===== src/rtl/pm_pkg.sv =====
package pm_pkg;
  typedef enum logic [1:0] {
    PM_ACTIVE = 2'b00,
    PM_NAP    = 2'b01,
    PM_SLEEP  = 2'b10
  } pm_mode_e;

  typedef enum logic [2:0] {
    ST_IDLE,
    ST_ENTER,
    ST_DOZE,
    ST_WAKE,
    ST_SETTLE,
    ST_CONVERT
  } pm_state_e;
endpackage


===== src/rtl/pm_pulse_gen.sv =====
module pm_pulse_gen #(
  parameter int HI = 1,
  parameter int LO = 1,
  parameter int NW = 4
) (
  input  logic          clk,
  input  logic          rst,
  input  logic          start,
  input  logic [NW-1:0] num,
  output logic          line,
  output logic          busy
);
  localparam int PW = $clog2(HI + LO + 1);

  logic [PW-1:0] phase;
  logic [NW-1:0] left;

  always_ff @(posedge clk) begin
    if (rst) begin
      line  <= 1'b0;
      busy  <= 1'b0;
      phase <= '0;
      left  <= '0;
    end else if (!busy) begin
      if (start && num != '0) begin
        busy  <= 1'b1;
        line  <= 1'b1;
        phase <= PW'(HI - 1);
        left  <= num - 1'b1;
      end
    end else if (phase != '0) begin
      phase <= phase - 1'b1;
    end else if (line) begin
      line  <= 1'b0;
      phase <= PW'(LO - 1);
    end else if (left != '0) begin
      line  <= 1'b1;
      phase <= PW'(HI - 1);
      left  <= left - 1'b1;
    end else begin
      busy <= 1'b0;
    end
  end

  assert_line_in_burst_R4: assert property (@(posedge clk) disable iff (rst)
    line |-> busy);

  generate
    if (LO >= 2) begin : g_low_hold
      assert_low_hold_R4: assert property (@(posedge clk) disable iff (rst)
        $fell(line) |=> !line);
    end
  endgenerate
endmodule


===== src/rtl/pm_settle_timer.sv =====
module pm_settle_timer #(
  parameter int TW = 8
) (
  input  logic          clk,
  input  logic          rst,
  input  logic          load,
  input  logic [TW-1:0] val,
  output logic          done
);
  logic [TW-1:0] cnt;

  always_ff @(posedge clk) begin
    if (rst)             cnt <= '0;
    else if (load)       cnt <= val;
    else if (cnt != '0)  cnt <= cnt - 1'b1;
  end

  assign done = (cnt == '0);

  assert_count_down_R6: assert property (@(posedge clk) disable iff (rst)
    (!load && cnt != '0) |=> (cnt == $past(cnt) - 1'b1));
endmodule


===== src/rtl/pm_seq.sv =====
module pm_seq
  import pm_pkg::*;
#(
  parameter int FRAME_SCK   = 96,
  parameter int WAKE_SCK    = 1,
  parameter int CONV_LOW    = 2,
  parameter int NAP_RECOV   = 1,
  parameter int SLEEP_RECOV = 200000
) (
  input  logic       clk,
  input  logic       rst,
  input  logic       req_conv,
  input  logic       req_nap,
  input  logic       req_sleep,
  input  logic       req_wake,
  output logic       adc_conv,
  output logic       adc_sck,
  output logic [1:0] mode,
  output logic       ready
);
  localparam int SCK_MAX = (FRAME_SCK > WAKE_SCK) ? FRAME_SCK : WAKE_SCK;
  localparam int SNW     = $clog2(SCK_MAX + 1);
  localparam int CNW     = 3;
  localparam int T_MAX   = (SLEEP_RECOV > NAP_RECOV) ? SLEEP_RECOV : NAP_RECOV;
  localparam int TW      = $clog2(T_MAX + 1);

  pm_state_e st, st_n;
  pm_mode_e  mode_q, mode_n, tgt, tgt_n;
  logic      ready_q, rdy_n, pend, pend_n;

  logic           conv_go, conv_busy, sck_go, sck_busy, tmr_go, tmr_done;
  logic [CNW-1:0] conv_cnt;
  logic [SNW-1:0] sck_cnt;
  logic [TW-1:0]  tmr_val;

  pm_pulse_gen #(.HI(2), .LO(CONV_LOW), .NW(CNW)) u_conv (
    .clk(clk), .rst(rst), .start(conv_go), .num(conv_cnt),
    .line(adc_conv), .busy(conv_busy));

  pm_pulse_gen #(.HI(1), .LO(1), .NW(SNW)) u_sck (
    .clk(clk), .rst(rst), .start(sck_go), .num(sck_cnt),
    .line(adc_sck), .busy(sck_busy));

  pm_settle_timer #(.TW(TW)) u_tmr (
    .clk(clk), .rst(rst), .load(tmr_go), .val(tmr_val), .done(tmr_done));

  always_comb begin
    st_n     = st;
    mode_n   = mode_q;
    tgt_n    = tgt;
    rdy_n    = ready_q;
    pend_n   = pend;
    conv_go  = 1'b0;
    conv_cnt = '0;
    sck_go   = 1'b0;
    sck_cnt  = '0;
    tmr_go   = 1'b0;
    tmr_val  = '0;
    unique case (st)
      ST_IDLE: begin
        if (pend || req_conv) begin
          conv_go  = 1'b1;
          conv_cnt = CNW'(1);
          sck_go   = 1'b1;
          sck_cnt  = SNW'(FRAME_SCK);
          pend_n   = 1'b0;
          rdy_n    = 1'b0;
          st_n     = ST_CONVERT;
        end else if (req_sleep || req_nap) begin
          conv_go  = 1'b1;
          conv_cnt = req_sleep ? CNW'(4) : CNW'(2);
          tgt_n    = req_sleep ? PM_SLEEP : PM_NAP;
          rdy_n    = 1'b0;
          st_n     = ST_ENTER;
        end
      end
      ST_ENTER: begin
        if (!conv_busy) begin
          mode_n = tgt;
          st_n   = ST_DOZE;
        end
      end
      ST_DOZE: begin
        if (req_conv || req_wake) begin
          sck_go  = 1'b1;
          sck_cnt = SNW'(WAKE_SCK);
          pend_n  = req_conv;
          st_n    = ST_WAKE;
        end else if (req_sleep && mode_q == PM_NAP) begin
          conv_go  = 1'b1;
          conv_cnt = CNW'(2);
          tgt_n    = PM_SLEEP;
          st_n     = ST_ENTER;
        end
      end
      ST_WAKE: begin
        if (!sck_busy) begin
          tmr_go  = 1'b1;
          tmr_val = (mode_q == PM_SLEEP) ? TW'(SLEEP_RECOV) : TW'(NAP_RECOV);
          mode_n  = PM_ACTIVE;
          st_n    = ST_SETTLE;
        end
      end
      ST_SETTLE: begin
        if (tmr_done) begin
          rdy_n = 1'b1;
          st_n  = ST_IDLE;
        end
      end
      ST_CONVERT: begin
        if (!conv_busy && !sck_busy) begin
          rdy_n = 1'b1;
          st_n  = ST_IDLE;
        end
      end
      default: st_n = ST_IDLE;
    endcase
  end

  always_ff @(posedge clk) begin
    if (rst) begin
      st      <= ST_IDLE;
      mode_q  <= PM_ACTIVE;
      tgt     <= PM_ACTIVE;
      ready_q <= 1'b1;
      pend    <= 1'b0;
    end else begin
      st      <= st_n;
      mode_q  <= mode_n;
      tgt     <= tgt_n;
      ready_q <= rdy_n;
      pend    <= pend_n;
    end
  end

  assign mode  = mode_q;
  assign ready = ready_q;

  assert_ready_active_R10: assert property (@(posedge clk) disable iff (rst)
    ready |-> (mode == PM_ACTIVE));

  assert_settle_hold_R6: assert property (@(posedge clk) disable iff (rst)
    (st == ST_SETTLE) |-> !ready);

  assert_quiet_sck_R2: assert property (@(posedge clk) disable iff (rst)
    (st == ST_ENTER) |-> !adc_sck);

  assert_conv_width_R4: assert property (@(posedge clk) disable iff (rst)
    $rose(adc_conv) |=> adc_conv ##1 !adc_conv);

  assert_wake_no_conv_R5: assert property (@(posedge clk) disable iff (rst)
    (st == ST_WAKE) |-> !adc_conv);
endmodule


===== config.mk =====
export PLATFORM = sky130hd
export DESIGN_NAME = pm_seq
export DESIGN_NICKNAME = d
export VERILOG_FILES = /design/src/rtl/pm_pkg.sv /design/src/rtl/pm_pulse_gen.sv /design/src/rtl/pm_settle_timer.sv /design/src/rtl/pm_seq.sv
export SDC_FILE = /design/constraint.sdc
export NUM_CORES = 1
export LEC_CHECK = 0
export BUFFER_PORTS_ARGS = -buffer_cell sky130_fd_sc_hd__clkbuf_2
export CAP_MARGIN = 25
export CORE_MARGIN = 1.5
export CORE_UTILIZATION = 38
export CTS_BUF_LIST = sky130_fd_sc_hd__clkbuf_4
export DETAILED_ROUTE_END_ITERATION = 10
export GPL_TIMING_DRIVEN = 0
export PLACE_DENSITY_LB_ADDON = 0.12
export SETUP_SLACK_MARGIN = 0.2
export SYNTH_ARGS = -nofsm -noshare
export SYNTH_HDL_FRONTEND = slang
export SYNTH_SLANG_ARGS = --single-unit

===== constraint.sdc =====
create_clock -name clk -period 3 [get_ports clk]
set_input_delay 0.3 -clock clk [delete_from_list [all_inputs] [get_ports clk]]
set_output_delay 0.3 -clock clk [all_outputs]
set_load 0.1 [all_outputs]

After elaboration in Yosys (flattened, before gate mapping)
Cells that the tools add are included.
- input port bits: 6
- register bits after elaboration: 46
- output and inout bits: 5
- $add $sub $neg: 7
- muxes and demuxes: 88
- equality and inequality tests: 27
- reduce and logical (&&, ||, !) cells: 35
- operator list (cell ; number):
    18-bit two-way mux ; 5
    3-bit two-way mux ; 21
    7-bit two-way mux ; 6
    1-bit two-way mux ; 33
    2-bit inequality test (second input constant) ; 16
    2-bit two-way mux ; 14
    18-bit zero test ; 1
    3-bit one-hot mux with 6 select lines ; 1
    18-bit nonzero test ; 1
    18-bit by 1-bit subtractor with 18-bit output (second input constant) ; 1
    7-bit one-hot mux with 2 select lines ; 1
    7-bit nonzero test ; 2
    7-bit by 1-bit subtractor with 7-bit output (second input constant) ; 2
    4-bit AND reduction ; 3
    2-bit nonzero test ; 6
    3-bit nonzero test ; 4
    3-bit by 1-bit subtractor with 3-bit output (second input constant) ; 3
    4-bit by 3-bit inequality test with 1-bit output (second input constant) ; 2
    2-bit one-hot mux with 2 select lines ; 2
    2-bit AND reduction ; 4
    3-bit by 2-bit == test with 1-bit output (second input constant) ; 2
    3-bit == test (second input constant) ; 2
    3-bit inequality test (second input constant) ; 2
    1-bit one-hot mux with 2 select lines ; 3
    other kinds (13) ; 20

Longest topological paths before layout
- depth in word-level cells: 9
- gate-level depth with buffers: 11
- mapped depth without buffers: 9

Hierarchy
From an unflattened synthesis, not the netlist that was laid out.
- cell total of the unflattened synthesis: 336
- area, all modules: 2817.7 µm²
- modules (own cells, without submodules) (module ; area an instance (µm²) ; cells an instance ; times used):
    pm_settle_timer ; 993.5 ; 125 ; 1
    pm_pulse_gen at u_sck ; 688.2 ; 78 ; 1
    pm_seq ; 651.9 ; 81 ; 1
    pm_pulse_gen at u_conv ; 484.2 ; 52 ; 1

Worst setup path before layout
Ideal clock, no wire load.
- path kind: reg2reg
- from: register mode_q[1] (netlist: mode[1])
- to: register u_conv.left[2]
- cell stages (with the launch flop): 9
- buffers on the path: 0
- data required time: 2.926 ns
- period minus slack after synthesis: 2.241 ns
- setup slack: 0.759 ns
- arrival: 2.166 ns
- path through: dfxtp_1 -> and3b_1 -> nand2_1 -> o21ai_0 -> mux2i_1 -> ha_1 -> inv_1 -> or3_1 -> a31oi_1
- word-level cells in the longest chain between the ends: 9
- ends and longest elaborated chain (item ; line ; text):
    from (decl) ; pm_seq.sv:28 ; pm_mode_e mode_q, mode_n, tgt, tgt_n;
    from (signal assigned) ; pm_seq.sv:129 ; mode_q <= mode_n;
    2-bit by 1-bit == test with 1-bit output (*) ; pm_seq.sv:89 ; end else if (req_sleep && mode_q == PM_NAP) begin
    1-bit logical AND (*) ; pm_seq.sv:89 ;
    parallel branches: the longest is 7 deep, another holds 3-bit by 1-bit subtractor with 3-bit output ; -- ;
    to (signal assigned) ; pm_pulse_gen.sv:29 ; left <= num - 1'b1;
    to (signal assigned) ; pm_pulse_gen.sv:39 ; left <= left - 1'b1;
    to (decl) ; pm_pulse_gen.sv:16 ; logic [NW-1:0] left;
Every way passes the cells marked *. The select of a mux whose other input is x is not followed.
A chain may end at the register's enable or synchronous reset.

Final worst setup path
- from: register st[1]
- to: register u_sck.left[6]
- word-level cells in the longest chain between the ends: 6
- ends and longest elaborated chain (item ; line ; text):
    from (decl) ; pm_seq.sv:27 ; pm_state_e st, st_n;
    from (signal assigned) ; pm_seq.sv:128 ; st <= st_n;
    parallel branches: the longest is 6 deep, another holds 7-bit by 1-bit subtractor with 7-bit output ; -- ;
    to (signal assigned) ; pm_pulse_gen.sv:29 ;
    to (signal assigned) ; pm_pulse_gen.sv:39 ;
    to (decl) ; pm_pulse_gen.sv:16 ;
Parallel ways; which one is timed is not known. The select of a mux whose other input is x is not followed.

==> results by group <==
Timing
  – Worst slew pin tran: 716 ps
  – Final Max Tran Viols: 0
  – Final Hold Fails: 0
  – Final period utilization: 85.6%
  – Slew Limit Headroom: 51.7%
  – Tmin final: 2570 ps
  – RSZ-0062 raised after global routing: no
  – Max Clock Skew: about 14 ps
  – # setup viols final: 0
  – Sum of negative setup slack: 0 ps
  – F_max: just under 400 MHz

Power and ir drop
  – Tot Pwr: 3.07 mW
  – Pleak: 1.03 nW
  – Worst VDD drop: between 0.0007 and 0.0008 V
  – PwrDens: 1120 nW/um^2

Logic synthesis
  – Post-synth cell types: 58
  – Cells after synthesis: 315
  – EDFF count, synth: 0
  – Yosys top cell by area: dfxtp_1
  – Syn Nets: 326
  – Flops & latches, synth: 46
  – Commonest cells post-synth: 46 x dfxtp_1, 42 x nor2_1, 27 x nand2_1, 26 x a21oi_1
  – Post-synthesis average cell area: 8.12 um^2
  – Synthesized cell area: approximately 2600 um^2
  – Synth area leaders: dfxtp_1 36%, nor2_1 6.2%, a21oi_1 5.1%
  – Yosys top cell area share: 36.0%
  – Count leader, synth: dfxtp_1
  – Synth Warn #: 0
  – Seq/Total Area, Yosys: 36.0%
  – FFs w/ async S/R, synth: 0%
  – Main synth FF type: dfxtp_1

Die
  – Starting Density: 39.8%
  – Die Y: 85.1 um
  – Die area: 7230 um^2
  – Core area: approximately 6400 um^2
  – I/O Pins: 11
  – Die X: about 85 um
  – Cell Rows: 29

Clock tree
  – Post-CTS Resized: 0
  – Hold-fix buffers at CTS: 0
  – Clk slew on worst S/H paths: between 100 and 150 ps
  – Cts bufs inserted: 5
  – CTS Root Cell: clkbuf_4
  – Setup bufs post-CTS: 0
  – CTS Buffer Depth: 2
  – # H-tree levels: 2
  – CTS tree: done
  – # clock sinks: 46
  – Clk_lat worst skew: 370 ps

Drt
  – Vias per cell: 5.59
  – Met3 WL: 177 um
  – DRC Markers: 2
  – Routed wire length: 5950 um
  – Drt pass-1 iters: 7
  – Routed via count: 2,285
  – Wl on met1: 3050 um
  – 1st-iter DRT viols: 72
  – Routed Antenna Nets: 0
  – Routed length per instance: 14.5 um
  – Uppermost layer routed: met4
  – Routed wl met2: 2630 um

Global route
  – Number of global-route vias before repair: ~2,200
  – Total track usage: 17.6%
  – Grt ovf: 0
  – Initial antenna violation count: 0
  – Largest net degree at the start of global routing: 14
  – First-pass GRT wire length: between 10,000 and 15,000 um

Layout
  – Area Overhead vs Synth: 7.43%
  – Nets: 342
  – Layout cells sized above 1: between 7 and 8%
  – Antenna fix cells: 0
  – Fillcell total: 662

Hold path
  – HP Class: primary input to flip-flop
  – WHS Path Cells: 3

Place
  – Port buffer count: 9
  – Global placement routability congestion: 0.810
  – DPL Wire Length: 4320 um

Outcome
  – Failing checks: DRC
  – Status: finished with violations

Run
  – MaxCap Viol Count: 0

Setup path
  – Setup crit start kind: flip-flop
  – Crit Path Category: flip-flop to flip-flop
  – RR Endpoint: u_sck.left[6]
  – Req. time, crit path: 3280 ps
  – Critical Path AT: 2850 ps
  – Crit end category: flip-flop
  – CP Launch Point: st[1]
  – R2R setup slack: 430 ps
  – Crit path max fanout: 10
  – FF-to-FF path depth: 8
  – Worst Setup EP: u_sck.left[6]
  – Worst r2r src: st[1]
power breakdown:
group | internal, mW | leakage [nW] | total [mW] | switching, mW
logic | 0.702 | 0.622 | 1.79 | 1.09
clock network | 0.0841 | 0.0277 | 0.290 | 0.206
registers | 0.804 | 0.378 | 0.984 | 0.180
total | 1.59 | 1.03 | 3.07 | 1.48
per-stage QoR:
step	cells	utilization [%]	instance area, um^2	hold WS (ps)	setup WS [ps]
after floorplan	315	-	2560	422	759
after global placement	401	42.0	2700	441	510
after detailed placement	401	42.0	2700	439	483
after CTS	409	42.8	2750	268	440
after global routing	409	42.8	2750	286	226
final	409	42.8	2750	286	432
logic make-up (layout without fill, tap and decap cells):
logic type	after synthesis	in the layout	synth area share (%)
muxes	5	5	2.05
and+or+nand+nor	127	127	26.5
buffers and inverters	29	46	5.09
adders and majority gates	5	5	2.44
AOI/OAI and AO/OA	88	88	22.8
DFF	46	46	36.0
xor gates and xnor gates	15	15	5.13
state kept, by name, indices dropped and copies added, names as in the netlist:
| signal | count |
|---|---|
| u_sck.left | 7 |
| u_conv.left | 3 |
| u_sck.busy | 1 |
| u_conv.busy | 1 |
| u_sck.phase | 2 |
| u_conv.line | 1 |
| mode | 2 |
| u_tmr.cnt | 18 |
| ready | 1 |
| tgt | 2 |
| pend | 1 |
| u_conv.phase | 3 |
| st | 3 |
| u_sck.line | 1 |
how the worst min path moves through the flow:
| stage | startpoint | end |
|---|---|---|
| floorplan | tgt[1] | tgt[1] |
| global placement | tgt[1] | tgt[1] |
| detailed placement | tgt[1] | tgt[1] |
| CTS | req_nap | tgt[0] |
| global route | req_nap | tgt[0] |
| finish | req_nap | tgt[0] |
layout by cell type, fill, tap and decap left out, types with 3 or more instances in the layout:
cell type | Yosys | routed
xnor2_1 | 13 | 13
a2111oi_0 | 3 | 3
clkbuf_2 | 0 | 9
inv_1 | 13 | 13
and3_1 | 3 | 3
o21ai_0 | 9 | 9
nand2b_1 | 7 | 7
a211oi_1 | 9 | 9
nand3_1 | 4 | 4
clkbuf_4 | 0 | 5
o22ai_1 | 3 | 3
or4_1 | 4 | 4
nor2_1 | 42 | 42
a21oi_1 | 26 | 26
or3_1 | 7 | 7
nand2_1 | 27 | 27
nand3b_1 | 4 | 4
a31oi_1 | 6 | 6
mux2i_1 | 3 | 3
clkinv_1 | 0 | 3
nand4b_1 | 3 | 3
dfxtp_1 | 46 | 46
clkbuf_1 | 11 | 11
o211ai_1 | 8 | 8
nor3_1 | 10 | 10
o21a_1 | 3 | 3
ha_1 | 5 | 5
metal layers:
metal  global-route usage (%)  vias up
met5                        0        -
met4                     6.11        0
met3                     3.40        9
met2                     28.1       37
met1                     23.7     1059
li1                         -     1180
worst max-delay path, cell delays in order, from the launching register on:
cell      delay (ps)
dfxtp_1          360
clkbuf_1         330
or3b_2           500
nor3_1           340
a21oi_1          110
ha_1             300
a41oi_1          200
a21oi_1           60
a32o_1           280
layout make-up:
class	count	area [um^2]	share of cell area, %
multi-input combinational	240	1510	54.8
inverter	13	48.8	1.78
sequential	46	921	33.5
buffer	16	81.3	2.96
clock buffer	5	37.5	1.37
clock inverter	3	11.3	0.410
timing repair buffer	9	45.0	1.64
tap	77	96.3	3.50
Note: power is estimated with default switching activity, not from simulation.
